### src/rtl/scr_pkg.sv
package scr_pkg;
  localparam int unsigned WT_BITS = 2;

  typedef enum logic [WT_BITS-1:0] {
    WT_NONE  = 2'd0,
    WT_LOWQ  = 2'd1,
    WT_THREE = 2'd2,
    WT_FOUR  = 2'd3
  } wt_e;

  typedef logic [WT_BITS-1:0] wt_t;
endpackage

### src/rtl/scr_peak_find.sv
module scr_peak_find
  import scr_pkg::*;
#(
  parameter int unsigned N_CELLS = 8
) (
  input  logic [N_CELLS*WT_BITS-1:0] weights_i,
  output wt_t                        peak_o,
  output logic [N_CELLS-1:0]         hit_o
);

  wt_t cell_w [N_CELLS];

  for (genvar c = 0; c < N_CELLS; c++) begin : g_unpack
    assign cell_w[c] = weights_i[c*WT_BITS +: WT_BITS];
  end

  always_comb begin
    peak_o = WT_NONE;
    for (int c = 0; c < N_CELLS; c++) begin
      if (cell_w[c] > peak_o) peak_o = cell_w[c];
    end
  end

  for (genvar c = 0; c < N_CELLS; c++) begin : g_hit
    assign hit_o[c] = (peak_o != WT_NONE) && (cell_w[c] == peak_o);
  end

endmodule

### src/rtl/scr_window_ctrl.sv
module scr_window_ctrl
  import scr_pkg::*;
#(
  parameter int unsigned WAIT_TICKS = 6,
  localparam int unsigned IDX_W     = $clog2(WAIT_TICKS + 1)
) (
  input  logic             clk_i,
  input  logic             rst_ni,
  input  wt_t              peak_i,
  output logic             start_o,
  output logic             rec_o,
  output logic [IDX_W-1:0] idx_o,
  output logic             done_o
);

  logic             active_q;
  wt_t              held_q;
  logic [IDX_W-1:0] cnt_q;

  logic nonzero, higher, equal;

  always_comb begin
    nonzero = (peak_i != WT_NONE);
    higher  = (peak_i > held_q);
    equal   = (peak_i == held_q);
    // idle: any hit opens; active: only a larger weight reopens
    start_o = nonzero && (!active_q || higher);
    rec_o   = start_o || (active_q && nonzero && equal);
    idx_o   = start_o ? '0 : cnt_q + IDX_W'(1);
    done_o  = active_q && !start_o && (cnt_q == IDX_W'(WAIT_TICKS - 1));
  end

  always_ff @(posedge clk_i or negedge rst_ni) begin
    if (!rst_ni) begin
      active_q <= 1'b0;
      held_q   <= WT_NONE;
      cnt_q    <= '0;
    end else if (start_o) begin
      active_q <= 1'b1;
      held_q   <= peak_i;
      cnt_q    <= '0;
    end else if (done_o) begin
      active_q <= 1'b0;
      held_q   <= WT_NONE;
      cnt_q    <= '0;
    end else if (active_q) begin
      cnt_q    <= cnt_q + IDX_W'(1);
    end
  end

endmodule

### src/rtl/scr_replay.sv
module scr_replay #(
  parameter int unsigned N_CELLS  = 8,
  parameter int unsigned DEPTH    = 7,
  localparam int unsigned IDX_W   = $clog2(DEPTH)
) (
  input  logic               clk_i,
  input  logic               rst_ni,
  input  logic               clr_i,
  input  logic               wr_i,
  input  logic [IDX_W-1:0]   idx_i,
  input  logic [N_CELLS-1:0] hit_i,
  input  logic               load_i,
  output logic [N_CELLS-1:0] en_o,
  output logic               occ_o
);

  logic [N_CELLS-1:0] rec_q [DEPTH];
  logic [N_CELLS-1:0] rec_n [DEPTH];
  logic [N_CELLS-1:0] rep_q [DEPTH];
  logic [N_CELLS-1:0] rep_n [DEPTH];
  logic               occ_q;

  // record store, slot k = tick k of the open window
  always_comb begin
    for (int k = 0; k < DEPTH; k++) begin
      rec_n[k] = clr_i ? '0 : rec_q[k];
      if (wr_i && (idx_i == IDX_W'(k))) rec_n[k] = hit_i;
    end
  end

  // replay line, slot 0 is presented on en_o
  for (genvar k = 0; k < DEPTH; k++) begin : g_rep
    if (k == DEPTH - 1) begin : g_top
      assign rep_n[k] = load_i ? rec_n[k] : '0;
    end else begin : g_mid
      assign rep_n[k] = load_i ? rec_n[k] : rep_q[k+1];
    end
  end

  always_ff @(posedge clk_i or negedge rst_ni) begin
    if (!rst_ni) begin
      for (int k = 0; k < DEPTH; k++) begin
        rec_q[k] <= '0;
        rep_q[k] <= '0;
      end
      occ_q <= 1'b0;
    end else begin
      for (int k = 0; k < DEPTH; k++) begin
        rec_q[k] <= load_i ? '0 : rec_n[k];
        rep_q[k] <= rep_n[k];
      end
      occ_q <= |rep_n[0];
    end
  end

  assign en_o  = rep_q[0];
  assign occ_o = occ_q;

endmodule

### src/rtl/supercell_peak_reducer.sv
module supercell_peak_reducer
  import scr_pkg::*;
#(
  parameter int unsigned N_CELLS    = 8,
  parameter int unsigned WAIT_TICKS = 6
) (
  input  logic                       clk_i,
  input  logic                       rst_ni,
  input  logic [N_CELLS*WT_BITS-1:0] weights_i,
  output logic [N_CELLS-1:0]         en_o,
  output logic                       occ_o
);

  localparam int unsigned DEPTH = WAIT_TICKS + 1;
  localparam int unsigned IDX_W = $clog2(DEPTH);

  wt_t                peak;
  logic [N_CELLS-1:0] hit;
  logic               start, rec, done;
  logic [IDX_W-1:0]   idx;

  scr_peak_find #(.N_CELLS(N_CELLS)) u_peak (
    .weights_i (weights_i),
    .peak_o    (peak),
    .hit_o     (hit)
  );

  scr_window_ctrl #(.WAIT_TICKS(WAIT_TICKS)) u_ctrl (
    .clk_i   (clk_i),
    .rst_ni  (rst_ni),
    .peak_i  (peak),
    .start_o (start),
    .rec_o   (rec),
    .idx_o   (idx),
    .done_o  (done)
  );

  scr_replay #(.N_CELLS(N_CELLS), .DEPTH(DEPTH)) u_rep (
    .clk_i  (clk_i),
    .rst_ni (rst_ni),
    .clr_i  (start),
    .wr_i   (rec),
    .idx_i  (idx),
    .hit_i  (hit),
    .load_i (done),
    .en_o   (en_o),
    .occ_o  (occ_o)
  );

endmodule

### config.mk
export PLATFORM = sky130hd
export DESIGN_NAME = supercell_peak_reducer
export DESIGN_NICKNAME = d
export VERILOG_FILES = /design/src/rtl/scr_pkg.sv /design/src/rtl/scr_peak_find.sv /design/src/rtl/scr_window_ctrl.sv /design/src/rtl/scr_replay.sv /design/src/rtl/supercell_peak_reducer.sv
export SDC_FILE = /design/constraint.sdc
export NUM_CORES = 1
export LEC_CHECK = 0
export CAP_MARGIN = 10
export CORE_MARGIN = 2
export CORE_UTILIZATION = 55
export DETAILED_ROUTE_END_ITERATION = 16
export PLACE_DENSITY = 0.75
export SETUP_SLACK_MARGIN = 0.2
export SLEW_MARGIN = 20
export SYNTH_ARGS = -nofsm -noshare
export SYNTH_HDL_FRONTEND = slang
export SYNTH_SLANG_ARGS = --single-unit
### constraint.sdc
create_clock -name clk_i -period 3.6 [get_ports clk_i]
set_clock_uncertainty 0.15 [all_clocks]
set_input_delay 0.72 -clock clk_i [delete_from_list [all_inputs] [get_ports clk_i]]
set_output_delay 0.72 -clock clk_i [all_outputs]
set_load 0.01 [all_outputs]
After elaboration in Yosys (flattened, before gate mapping)

Index checks and enable logic that the tools add are counted.

Logic and storage cells: 117
Input port bits: 18
Flip-flop bits (word level): 119
Output and inout port bits: 9

Add/sub/neg operators: 1
Equal/unequal tests: 16
Order comparisons: 9
Multiplexer cells: 44
Reduce and logical (&&, ||, !) cells: 29

Operators with widths:

| kind                                               | number |
|---|---|
| 2-to-1 mux 8 bit                                   | 28 |
| logical AND 1 bit                                  | 20 |
| 2-to-1 mux 2 bit                                   | 10 |
| == test 2 bit                                      | 9 |
| > comparator 2 bit                                 | 8 |
| == test 3 bit, second input constant               | 4 |
| 2-to-1 mux 3 bit                                   | 4 |
| OR reduction 8 bit                                 | 1 |
| == test 3 x 2 -> 1 bit, second input constant      | 2 |
| nonzero test 2 bit                                 | 2 |
| adder 3 x 1 -> 3 bit, second input constant        | 1 |
| == test 3 x 1 -> 1 bit, second input constant      | 1 |
| logical NOT 3 bit                                  | 1 |
| nonzero test 3 bit                                 | 1 |
| > comparator 2 x 1 -> 1 bit, second input constant | 1 |
| logical NOT 1 bit                                  | 2 |
| logical OR 1 bit                                   | 2 |
| 2-to-1 mux 1 bit                                   | 2 |

Logic depth before layout (Yosys ltp)

Gate-level depths: netlist (run 1).

Depth in word-level cells: 25
Depth in mapped cells: 48

Hierarchy

Synthesis (run 1) repeated with hierarchy kept, for this count alone.

Cell total of the unflattened synthesis: 637
Area, all modules: 6,119.6 um2

By module, submodules not included:

| module          | cells each | area each (um2) | instances |
|---|---|---|---|
| scr_replay      | 470        | 4,827.1         | 1 |
| scr_peak_find   | 122        | 879.6           | 1 |
| scr_window_ctrl | 45         | 412.9           | 1 |

Worst setup path after synthesis (run 1)

Ideal clock, no wire load.

Path kind: input to register
From: input weights_i[3]
To: register u_rep.occ_q (netlist: u_rep.occ_o)
Path slack: -5.568 ns
Data required time: 3.311 ns
Stages on the path: 46
Setup time: 0.139 ns
Arrival: 8.879 ns
Cell sequence: inv_1 ha_1 o21ba_1 o21ai_1 nand2_1 ha_1 inv_1 o22ai_1 a31o_2 nor2_1 ha_1 nor2b_1 nor2_1 o31ai_1 ha_1 nand2b_1 a2111oi_0 a31oi_1 [... 10 more ...] nor2_1 ha_1 inv_1 o22ai_1 a31oi_1 a21oi_4 inv_2 ha_1 and2_1 o21a_1 nor2_1 nor2_1 and2_1 clkbuf_1 nor2_1 a211oi_1 or4_1 or4_1

RTL lines:

| element              | RTL line                    | RTL |
|---|---|---|
| start, declared      | supercell_peak_reducer.sv:9 | `input logic [N_CELLS*WT_BITS-1:0] weights_i,` |
| end signal, assigned | scr_replay.sv:52            | `occ_q <= \|rep_n[0];` |
| end, declared        | scr_replay.sv:21            | `logic occ_q;` |

==> results.toml, run 1 <==
[outcome]
outcome = "complete, but fails checks"
violations = "negative setup slack"

[routing]
vias = 6934
vias_per_cell = 6.920
first_pass_iters = 8
wirelength_um = 27820
post-route-drc-count = 0
wl_per_cell_um = 27.77
drt-initial-drc-count = 931
ant_nets = 0

[global_route]
grt_max_degree = 90
first_global_vias = 5894
grt_pass1_wl_um = 29260
met2_usage_pct = 53.97
grt_antenna_before_repair = 1
use_met3_pct = 7.410
overflow = 0
use_met1_pct = 39.43
track_usage_pct = 32.28
top_usage_layer = "met2"

[finish]
mostFrequentLayoutCell = "buf_4"
nets = 891
fillers = 318
area_delta_synth_final_pct = 64.55
drive_gt1_share_pct = 51.16
fin_util_pct = 92.83
layout_common_cells = "125 x buf_4, 119 x dfrtp_1, 72 x nand2_1"

[synth]
netlist_instances = 673
ys_ff_latch = 119
synth_edf_count = 0
ys_async_sr_fraction_pct = 100.0
yosysWarnings = 0
synth_cell_types = 62
synth_ff_type = "dfrtp_1"
syn_area_per_cell_um2 = 9.087
synth.cell_area_mm2 = 0.006116
synth.yosys.seq_area_share_pct = 48.69
synthesis.nets = 717

[critical_path]
slowest_stage = "or4_1"
cp_max_fo = 5
reg2reg_to = "u_rep.occ_o"
crit_arrival_ns = 9.07
crit_buf_inv = 6
critPathMaxStageDelay_ns = 0.53
rr_worst_depth = 9
crit_family = "simple AND/OR/NAND/NOR gates"
cp_data_required_time_ns = 3.87
cp-end-kind = "flop"
crit_path_start_kind = "input pin"
crit_path_frequent_cell = "nor2_4"
reg2reg_slack_ns = -0.28
r2r-start = "u_ctrl.cnt_q[0]"
worstSetupPathType = "input pin to flop"

[timing]
setup_slack_ns = -5.202
period_needed_ns = 8.802
finalCritPeriodShare_pct = 244.5
worst_slew_pin_slew_ns = 1.389
final_max_slew_viol_count = 0
grt_setup_unrepaired = "yes"
clock.fmax_mhz = 113.6
worst_slew_margin_rel_pct = 7.407
final_hold_viol_count = 0
finalSetupViolations = 119

[placed_design]
port_buffers = 26
dp_hpwl_um = 10850
post-place-ws_ns = -5.811
gp_congestion = 0.8910

[power_and_ir_drop]
powerDensity_mw_per_mm2 = 856.5
clock_power_share_pct = 21.3
seqPwrFrac_pct = 20.9
internal_power_mw = 4.995
peakVddDrop_mv = 0.7099
p_switching_mw = 3.625
p_leak_nw = 4.527
comb_power_share_pct = 57.8
switching_share_pct = 42.05

[die]
coreArea_mm2 = 0.01084
start_util_pct = 56.42
dieHeight_um = 109.5
die_x_um = 109.5
io_pins = 27
rows = 38
dieArea_mm2 = 0.01198

[job]
maxCapViolCount = 0

[clock_tree]
cts_tree = "yes"
clk_latency_ns = 0.55
clock_sinks = 119
clockRootBuffer = "clkbuf_8"
clk_path_buf_depth = 2
path_clk_slew_ns = 0.06
h-tree-depth = 4
cts_made_buffers = 17
cts.hold.buffers_added = 0

[worst_hold_path]
hp-class = "input pin to asynchronous set/reset pin"
## power groups by stage
stage          logic, mW  registers [mW]  clock network (mW)
2_1_floorplan       2.03            1.68                   0
3_5_place_dp        2.74            1.72                   0
6_report            4.98            1.80                1.84
4_1_cts             3.05            1.71                1.78
5_1_grt             5.10            1.81                1.89
3_3_place_gp        2.64            1.71                   0
## stage by stage
stage	total power, mW	cell area, µm²	hold slack, ns	setup TNS (ns)	cells
final	8.619	10060	0.01487	-566.97	1002
after floorplan	3.708	6860	0.2744	-512.09	673
after detailed placement	4.460	7696	0.2840	-622.57	900
after global routing	8.798	10060	0.05477	-579.49	1001
after global placement	4.346	7696	0.2860	-579.64	900
after CTS	6.541	8702	0.03826	-484.99	958
## per-layer routing
metal	vias up	part of all wire (%)
met2	656	46
li1	2703	-
met1	3346	34
met4	0	8.4
met5	-	0
met3	229	11
## worst max path at each step
stage,start,end,depth (start not counted)
after floorplan,weights_i[0],u_rep.occ_o,46
after detailed placement,weights_i[3],u_rep.occ_o,46
after global placement,weights_i[3],u_rep.occ_o,46
after global routing,weights_i[5],u_rep.occ_o,47
after CTS,weights_i[1],u_rep.occ_o,45
final,weights_i[5],u_rep.occ_o,45
## cell usage after synthesis, drive strengths merged, types with 2 or more instances
library cell,instances,area [µm²]
a211oi,6,45.04
a21boi,4,30.03
a21o,22,165.2
a21oi,76,391.6
a22o,4,35.03
a31o,2,17.52
a31oi,19,155.2
a32o,2,20.02
and2,6,37.54
buf,16,92.59
clkbuf,33,123.9
dfrtp,119,2978
ha,26,325.3
inv,26,97.60
mux2i,4,40.04
nand2,92,345.3
nand2b,5,31.28
nand3,42,210.2
nand4,3,18.77
nor2,61,229.0
nor2b,4,25.02
nor3,13,65.06
nor4,4,25.02
o21ai,35,175.2
o21ba,3,30.03
o21bai,3,22.52
o22ai,2,12.51
o31ai,2,15.01
o41ai,3,41.29
or2,3,18.78
or3,4,25.02
or4,3,22.52
xnor2,4,35.03
xor2,5,43.79
## state kept, by name (all words and copies together), names as in the netlist
| name | count |
|---|---|
| u_ctrl.active_q | 1 |
| u_rep.occ_o | 1 |
| u_rep.rec_q | 56 |
| u_rep.en_o | 8 |
| u_ctrl.held_q | 2 |
| u_rep.rep_q | 48 |
| u_ctrl.cnt_q | 3 |
## layout make-up
type | count | area, µm² | area share [%]
diodes | 2 | 5.005 | 0.04973
repair buffers | 203 | 1981 | 19.68
flip-flops and latches | 119 | 2978 | 29.59
inverters | 26 | 115.1 | 1.144
well taps | 140 | 175.2 | 1.741
clock buffers | 20 | 445.4 | 4.426
multi-input cells | 480 | 4189 | 41.63
clock inverters | 12 | 175.2 | 1.741
## logic make-up after synthesis
group           synth area share, %
fa+ha+maj                     5.319
xor+xnor                      1.289
compound gates                21.07
simple gates                  17.84
flops                         48.69
mux                          0.6547
buf+inv                       5.135
## timing repair
action                                  4_1_cts  5_1_grt
setup buffers                                26       33
pin swaps                                    34       67
hold endpoints to repair                      0        0
gates cloned                                  0        9
endpoints found under the setup margin      119      119
resized for setup                            63      184
(Power assumes the default switching activity.)
==> run 2, diff against run 1 <==
--- a/config.mk
+++ b/config.mk
@@ -7,9 +7,10 @@
 export LEC_CHECK = 0
 export CAP_MARGIN = 10
 export CORE_MARGIN = 2
-export CORE_UTILIZATION = 55
+export CORE_UTILIZATION = 30
 export DETAILED_ROUTE_END_ITERATION = 16
-export PLACE_DENSITY = 0.75
+export GPL_TIMING_DRIVEN = 0
+export PLACE_DENSITY = 0.47
 export SETUP_SLACK_MARGIN = 0.2
 export SLEW_MARGIN = 20
 export SYNTH_ARGS = -nofsm -noshare
==> run 2 against run 1 <==
  * The flow still finishes with violations (negative setup slack)
  * Critical path type unchanged
  * Clock power rose by 5%
  * Total power rose by 3.7%
  * Die area rose by 80%
  * Largest power group unchanged
  * Design area rose by 9.3%
  * Highest routed layer unchanged
  * Cell count rose by 11%
==> results.toml, run 2 (synthesized netlist as in run 1, its figures left out) <==
[outcome]
outcome = "complete, but fails checks"
violations = "negative setup slack"

[clock_tree]
cts_tree = "yes"
clk_latency_ns = 0.41
cts_made_buffers = 17
h-tree-depth = 4
path_clk_slew_ns = 0.06
clockRootBuffer = "clkbuf_16"
cts.hold.buffers_added = 0
clk_path_buf_depth = 2
clock_sinks = 119

[routing]
first_pass_iters = 5
wl_per_cell_um = 19.87
vias_per_cell = 5.260
ant_nets = 0
wirelength_um = 22130
drt-initial-drc-count = 421
vias = 5860
post-route-drc-count = 0

[finish]
diodes = 0
largest_reg_flops = 56
area_delta_synth_final_pct = 79.89
regMostFlops = "u_rep.rec_q"
mostFrequentLayoutCell = "dfrtp_1"
seq_area_mm2 = 0.002978
fillers = 1624
nets = 875
fin_util_pct = 54.72
multi_input_area_mm2 = 0.004593
drive_gt1_share_pct = 56.99
layout_common_cells = "119 x dfrtp_1, 67 x buf_4, 56 x a21oi_2"

[timing]
clock.fmax_mhz = 118.5
final_max_slew_viol_count = 0
grt_setup_unrepaired = "yes"
period_needed_ns = 8.441
worst_slew_pin_slew_ns = 1.078
final_hold_viol_count = 0
finalSetupViolations = 119
finalCritPeriodShare_pct = 234.5
whs_ns = 0.1231
setup_slack_ns = -4.841
worst_slew_margin_rel_pct = 27.92
finalSetupTns_ns = -515.06

[global_route]
grt_max_degree = 61
track_usage_pct = 20.36
grt_pass1_wl_um = 33720
overflow = 0
grt_antenna_before_repair = 0
first_global_vias = 5986

[power_and_ir_drop]
seqPwrFrac_pct = 19.6
switching_share_pct = 38.97
peakVddDrop_mv = 0.4845
p_switching_mw = 3.482
internal_power_mw = 5.452
comb_power_share_pct = 58.8
powerDensity_mw_per_mm2 = 812.0
clock_power_share_pct = 21.6
p_leak_nw = 4.738

[critical_path]
cp_max_fo = 6
crit_arrival_ns = 8.57
cp_data_required_time_ns = 3.73
cp-end-kind = "flop"
r2r-start = "u_ctrl.cnt_q[0]"
worstSetupPathType = "input pin to flop"
crit_path_start_kind = "input pin"
critPathMaxStageDelay_ns = 0.55
critPathLaunch = "weights_i[0]"
slowest_stage = "or4_4"

[placed_design]
dp_hpwl_um = 13230
gp_congestion = 0.8373
port_buffers = 26

[die]
die_x_um = 146.8
io_pins = 27
coreArea_mm2 = 0.02010
start_util_pct = 30.42
dieArea_mm2 = 0.02154
dieHeight_um = 146.8
rows = 52

[job]
maxCapViolCount = 0

[worst_hold_path]
hp-class = "input pin to asynchronous set/reset pin"
## run 2: cell count changes in the layout (fill, tap and decap cells not counted), sizes merged, moves of 2 or more
cell and delta:
diode -2, clkinv -2, buf -43, clkbuf +29, inv +2, clkinvlp -3
## run 2: final timing paths
kind | to | slack [ns] | cells after the start
max | u_rep.occ_o | -4.84 | 48
min | u_rep.rec_q[53] | 0.12 | 1
max reg2reg | u_rep.occ_o | 0.09 | 8
min reg2reg | u_rep.rep_q[26] | 0.31 | 1
max in group asynchronous | u_rep.rep_q[13] | 2.46 | 2
min in group clk_i | u_rep.rep_q[26] | 0.31 | 1
## run 2: per-layer routing
metal  wire length [µm]  up-vias  GRT usage [%]  part of all wire, %
li1                   -     2679              -                    -
met1               9850     3029          27.03                   45
met2              11180      117          33.83                   50
met3                557       35          3.758                  2.5
met4                548        0          6.359                  2.5
met5                  0        -              0                    0
## run 2: layout make-up
type                    count  area share (%)
inverters                  26           1.001
plain buffers              48           7.051
repair buffers            140           14.02
clock buffers              22           4.310
multi-input cells         479           41.75
clock inverters            10           1.729
flip-flops and latches    119           27.07
well taps                 270           3.071
## run 2: worst max-delay path: cells and delay by family
family | cells | cell delay [ns]
adder cells (fa/ha/maj) | 8 | 1.96
AO/OA/AOI/OAI | 15 | 2.40
AND/OR/NAND/NOR | 19 | 3.03
buffers and inverters | 6 | 0.46
## run 2: power groups by stage
stage                     registers [mW]  logic, mW  clock network [mW]
final                               1.75       5.26                1.93
after global routing                1.77       5.52                2.01
after CTS                           1.73       4.54                1.94
after detailed placement            1.71       2.78                   0
after global placement              1.70       2.70                   0
after floorplan                     1.68       2.03                   0
## run 2: timing repair
item	4_1_cts	5_1_grt
endpoints found under the setup margin	119	119
endpoints found under the hold margin	0	0
pin swaps	48	88
resized for setup	219	162
buffers inserted	64	24
cloned	17	6
## run 2: stage by stage
stage / cell area (µm²) / cells / setup slack [ns] / power (mW)
after floorplan: 6860 / 673 / -5.049 / 3.708
after global placement: 7458 / 969 / -6.130 / 4.409
after CTS: 10050 / 1084 / -4.862 / 8.205
after global routing: 11000 / 1114 / -5.163 / 9.302
after detailed placement: 7533 / 972 / -6.352 / 4.492
final: 11000 / 1114 / -4.841 / 8.934
==> run 3, diff against run 2 <==
--- a/config.mk
+++ b/config.mk
@@ -5,12 +5,11 @@
 export SDC_FILE = /design/constraint.sdc
 export NUM_CORES = 1
 export LEC_CHECK = 0
-export CAP_MARGIN = 10
 export CORE_MARGIN = 2
-export CORE_UTILIZATION = 30
+export CORE_UTILIZATION = 61
 export DETAILED_ROUTE_END_ITERATION = 16
 export GPL_TIMING_DRIVEN = 0
-export PLACE_DENSITY = 0.47
+export PLACE_DENSITY = 0.82
 export SETUP_SLACK_MARGIN = 0.2
 export SLEW_MARGIN = 20
 export SYNTH_ARGS = -nofsm -noshare
==> constraint.sdc (replaced) <==
create_clock -name clk_i -period 8.03 [get_ports clk_i]
set_clock_uncertainty 0.15 [all_clocks]
set_input_delay 1.606 -clock clk_i [delete_from_list [all_inputs] [get_ports clk_i]]
set_output_delay 1.606 -clock clk_i [all_outputs]
set_load 0.01 [all_outputs]
==> run 3 against run 2 <==
  * The run now fails in global routing (5_1_grt)
  * Synthesized area unchanged
  * Synthesized cell count unchanged
==> results.toml, run 3 <==
[synth]
synth.yosys.seq_area_share_pct = 48.69
yosys.area.top_type = "dfrtp_1"
netlist.area_leader.share_pct = 48.69
yosysWarnings = 0
synth.cell_area_mm2 = 0.006116
netlist_instances = 673
synthesis.nets = 717
ys_async_sr_fraction_pct = 100.0
synth_cell_types = 62
synthTopCellsByArea = "dfrtp_1 49%, a21oi_1 6.1%, nand2_1 5.6%"
ys_ff_latch = 119
syn_area_per_cell_um2 = 9.087
synth_edf_count = 0
synth_ff_type = "dfrtp_1"
synth.most_common_cell = "dfrtp_1"
synth_common_cells = "119 x dfrtp_1, 92 x nand2_1, 75 x a21oi_1, 61 x nor2_1, 42 x nand3_1"

[placed_design]
dp_hpwl_um = 11590
gp_congestion = 0.8831
post-place-cells = 834
port_buffers = 26

[clock_tree]
clockRootBuffer = "clkbuf_8"
cts.hold.buffers_added = 0
cts_made_buffers = 17
clock_sinks = 119
h-tree-depth = 4
clk_path_buf_depth = 2

[timing]
grt-worst-endpoint = "u_rep.occ_o$_DFF_PN0_/D"
endpoint_type = "sequential cell input"

[global_route]
grt_max_degree = 77

[die]
rows = 36
dieHeight_um = 104.1
io_pins = 27
start_util_pct = 62.57
die_x_um = 104.1

[outcome]
outcome = "aborted with a tool error"
stop_stage = "global routing (5_1_grt)"
error_line = "[ERROR DPL-0038] Utilization greater than 100%, impossible to legalize"
run 3: stage by stage:
stage	hold slack, ns	worst slack [ns]	util [%]	cell area [µm²]
global placement	0.2816	-2.568	74.55	7287
CTS	0.2960	-1.230	95.16	9301
detailed placement	0.2837	-2.846	75.23	7353
floorplan	0.2754	-1.505	-	6860
run 3: kinds of logic after synthesis:
logic type | after synthesis | share of synthesized area [%]
mux | 4 | 0.6547
simple gates | 244 | 17.84
compound gates | 196 | 21.07
buf+inv | 75 | 5.135
xor+xnor | 9 | 1.289
fa+ha+maj | 26 | 5.319
flops | 119 | 48.69
run 3: what timing repair did:
item | CTS
cloned | 10
resized for setup | 169
buffers inserted | 67
pin swaps | 60
setup endpoints to repair | 119
==> run 4, diff against run 3 <==
--- a/config.mk
+++ b/config.mk
@@ -6,11 +6,10 @@
 export NUM_CORES = 1
 export LEC_CHECK = 0
 export CORE_MARGIN = 2
-export CORE_UTILIZATION = 61
+export CORE_UTILIZATION = 40
 export DETAILED_ROUTE_END_ITERATION = 16
 export GPL_TIMING_DRIVEN = 0
-export PLACE_DENSITY = 0.82
-export SETUP_SLACK_MARGIN = 0.2
+export PLACE_DENSITY_LB_ADDON = 0.15
 export SLEW_MARGIN = 20
 export SYNTH_ARGS = -nofsm -noshare
 export SYNTH_HDL_FRONTEND = slang
==> run 4 against run 3 <==
  * The flow now finishes, with violations (negative setup slack)
==> results.toml, run 4 (synthesized netlist as in run 1, its figures left out) <==
[outcome]
outcome = "complete, but fails checks"
violations = "negative setup slack"

[placed_design]
postPlaceCellArea_mm2 = 0.007420
gp_congestion = 0.8287
port_buffers = 26
dp_hpwl_um = 11890
post-place-ws_ns = -2.866

[clock_tree]
clockRootBuffer = "clkbuf_16"
clock_sinks = 119
clk_path_buf_depth = 2
path_clk_slew_ns = 0.05
clk_latency_ns = 0.42
cts_made_buffers = 17
h-tree-depth = 4
cts_tree = "yes"

[die]
rows = 45
dieHeight_um = 127.7
die_x_um = 127.7
coreArea_mm2 = 0.01509
dieArea_mm2 = 0.01629
io_pins = 27
start_util_pct = 40.53

[timing]
grt_setup_unrepaired = "yes"
worst_slew_margin_rel_pct = 24.17
worst_slew_pin_slew_ns = 1.134
setup_slack_ns = -1.498
final_max_slew_viol_count = 0
period_needed_ns = 9.528
whs_ns = 0.2938
clock.fmax_mhz = 105.0
finalCritPeriodShare_pct = 118.6
finalSetupViolations = 119
final_hold_viol_count = 0

[finish]
layout_common_cells = "119 x dfrtp_1, 66 x a21oi_2, 60 x buf_4"
area_delta_synth_final_pct = 71.65
stdcell_area_mm2 = 0.01050
nets = 868
fillers = 1033
drive_gt1_share_pct = 55.50
diodes = 0
regMostFlops = "u_rep.rec_q"
mostFrequentLayoutCell = "dfrtp_1"
largest_reg_flops = 56
fin_util_pct = 69.57

[routing]
first_pass_iters = 6
post-route-drc-count = 0
drt-initial-drc-count = 301
vias = 5802
wl_per_cell_um = 21.21
vias_per_cell = 5.666
wirelength_um = 21720
ant_nets = 0

[global_route]
grt_pass1_wl_um = 33150
first_global_vias = 6062
overflow = 0
grt_max_degree = 78
track_usage_pct = 26.66
grt_antenna_before_repair = 0

[critical_path]
cp_max_fo = 5
crit_buf_inv = 6
crit_cells = 47
cp_data_required_time_ns = 8.17
slowest_stage = "or4_1"
reg2reg_slack_ns = 4.32
r2r-start = "u_ctrl.cnt_q[0]"
critPathCapture = "u_rep.occ_o"
rr_worst_depth = 8
worstSetupPathType = "input pin to flop"
crit_path_start_kind = "input pin"
crit_family = "compound AO/OA/AOI/OAI gates"
cp-end-kind = "flop"
crit_path_frequent_cell = "nor2_4"
reg2reg_to = "u_rep.occ_o"
critPathMaxStageDelay_ns = 0.57
critPathLaunch = "weights_i[1]"
crit_arrival_ns = 9.67

[power_and_ir_drop]
powerDensity_mw_per_mm2 = 367.2
peakVddDrop_mv = 0.2949
p_leak_nw = 4.626
total_power_mw = 3.855

[job]
maxCapViolCount = 0

[worst_hold_path]
hp-class = "flop to flop"
==> run 4: power breakdown <==
| part | internal, mW | total, mW | leakage [nW] | switching, mW |
|---|---|---|---|---|
| Combinational | 1.09 | 2.32 | 2.71 | 1.23 |
| Sequential | 0.695 | 0.796 | 1.64 | 0.101 |
| Clock | 0.468 | 0.740 | 0.279 | 0.272 |
| Total | 2.26 | 3.85 | 4.63 | 1.60 |
==> run 4: metal layers <==
metal  global-route usage, %  up-vias  part of all wire, %
met5                       0        -                    0
met4                   11.18        0                  3.4
met3                   4.132       47                  4.1
met2                   44.26      163                   51
met1                   34.92     2923                   42
li1                        -     2669                    -
==> run 4: final cells by class <==
class	instances	area, µm²	area share [%]
Buffer	49	660.6	6.293
Clock buffer	22	464.2	4.422
Clock inverter	9	101.3	0.9654
Inverter	26	110.1	1.049
Multi-Input combinational cell	479	4564	43.48
Sequential cell	119	2978	28.37
Tap cell	188	235.2	2.241
Timing Repair Buffer	132	1384	13.18
==> run 4: timing repair <==
action,in CTS,in global routing
setup endpoints to repair,119,119
cloned,12,1
pin swaps,82,42
hold buffers,0,0
setup buffers,79,34
resized for setup,251,135
==> run 4: worst min path at each step <==
stage	startpoint	end	slack [ns]	cells after the start
2_1_floorplan	u_rep.rep_q[18]	u_rep.rep_q[26]	0.28	1
3_3_place_gp	u_rep.rep_q[29]	u_rep.rep_q[37]	0.28	1
3_5_place_dp	u_rep.rep_q[23]	u_rep.rep_q[31]	0.28	1
4_1_cts	u_rep.rep_q[31]	u_rep.rep_q[39]	0.29	1
5_1_grt	u_rep.rep_q[18]	u_rep.rep_q[26]	0.31	1
6_report	u_rep.rep_q[31]	u_rep.rep_q[39]	0.29	1
==> run 4: per-stage QoR <==
step / setup TNS [ns] / cells
finish: -104.75 / 1024
global route: -134.83 / 1024
CTS: -93.39 / 1005
detailed placement: -254.70 / 889
global placement: -230.07 / 887
floorplan: -90.36 / 673
==> run 4: worst register-to-register path, cell delays in order, from the launching register on <==
cell	delay (ns)
dfrtp_1	0.51
ha_1	0.36
xnor2_1	0.70
nand4_1	0.27
a22oi_4	0.24
and2_4	0.22
a211oi_2	0.08
or4_1	0.57
or4_1	0.48
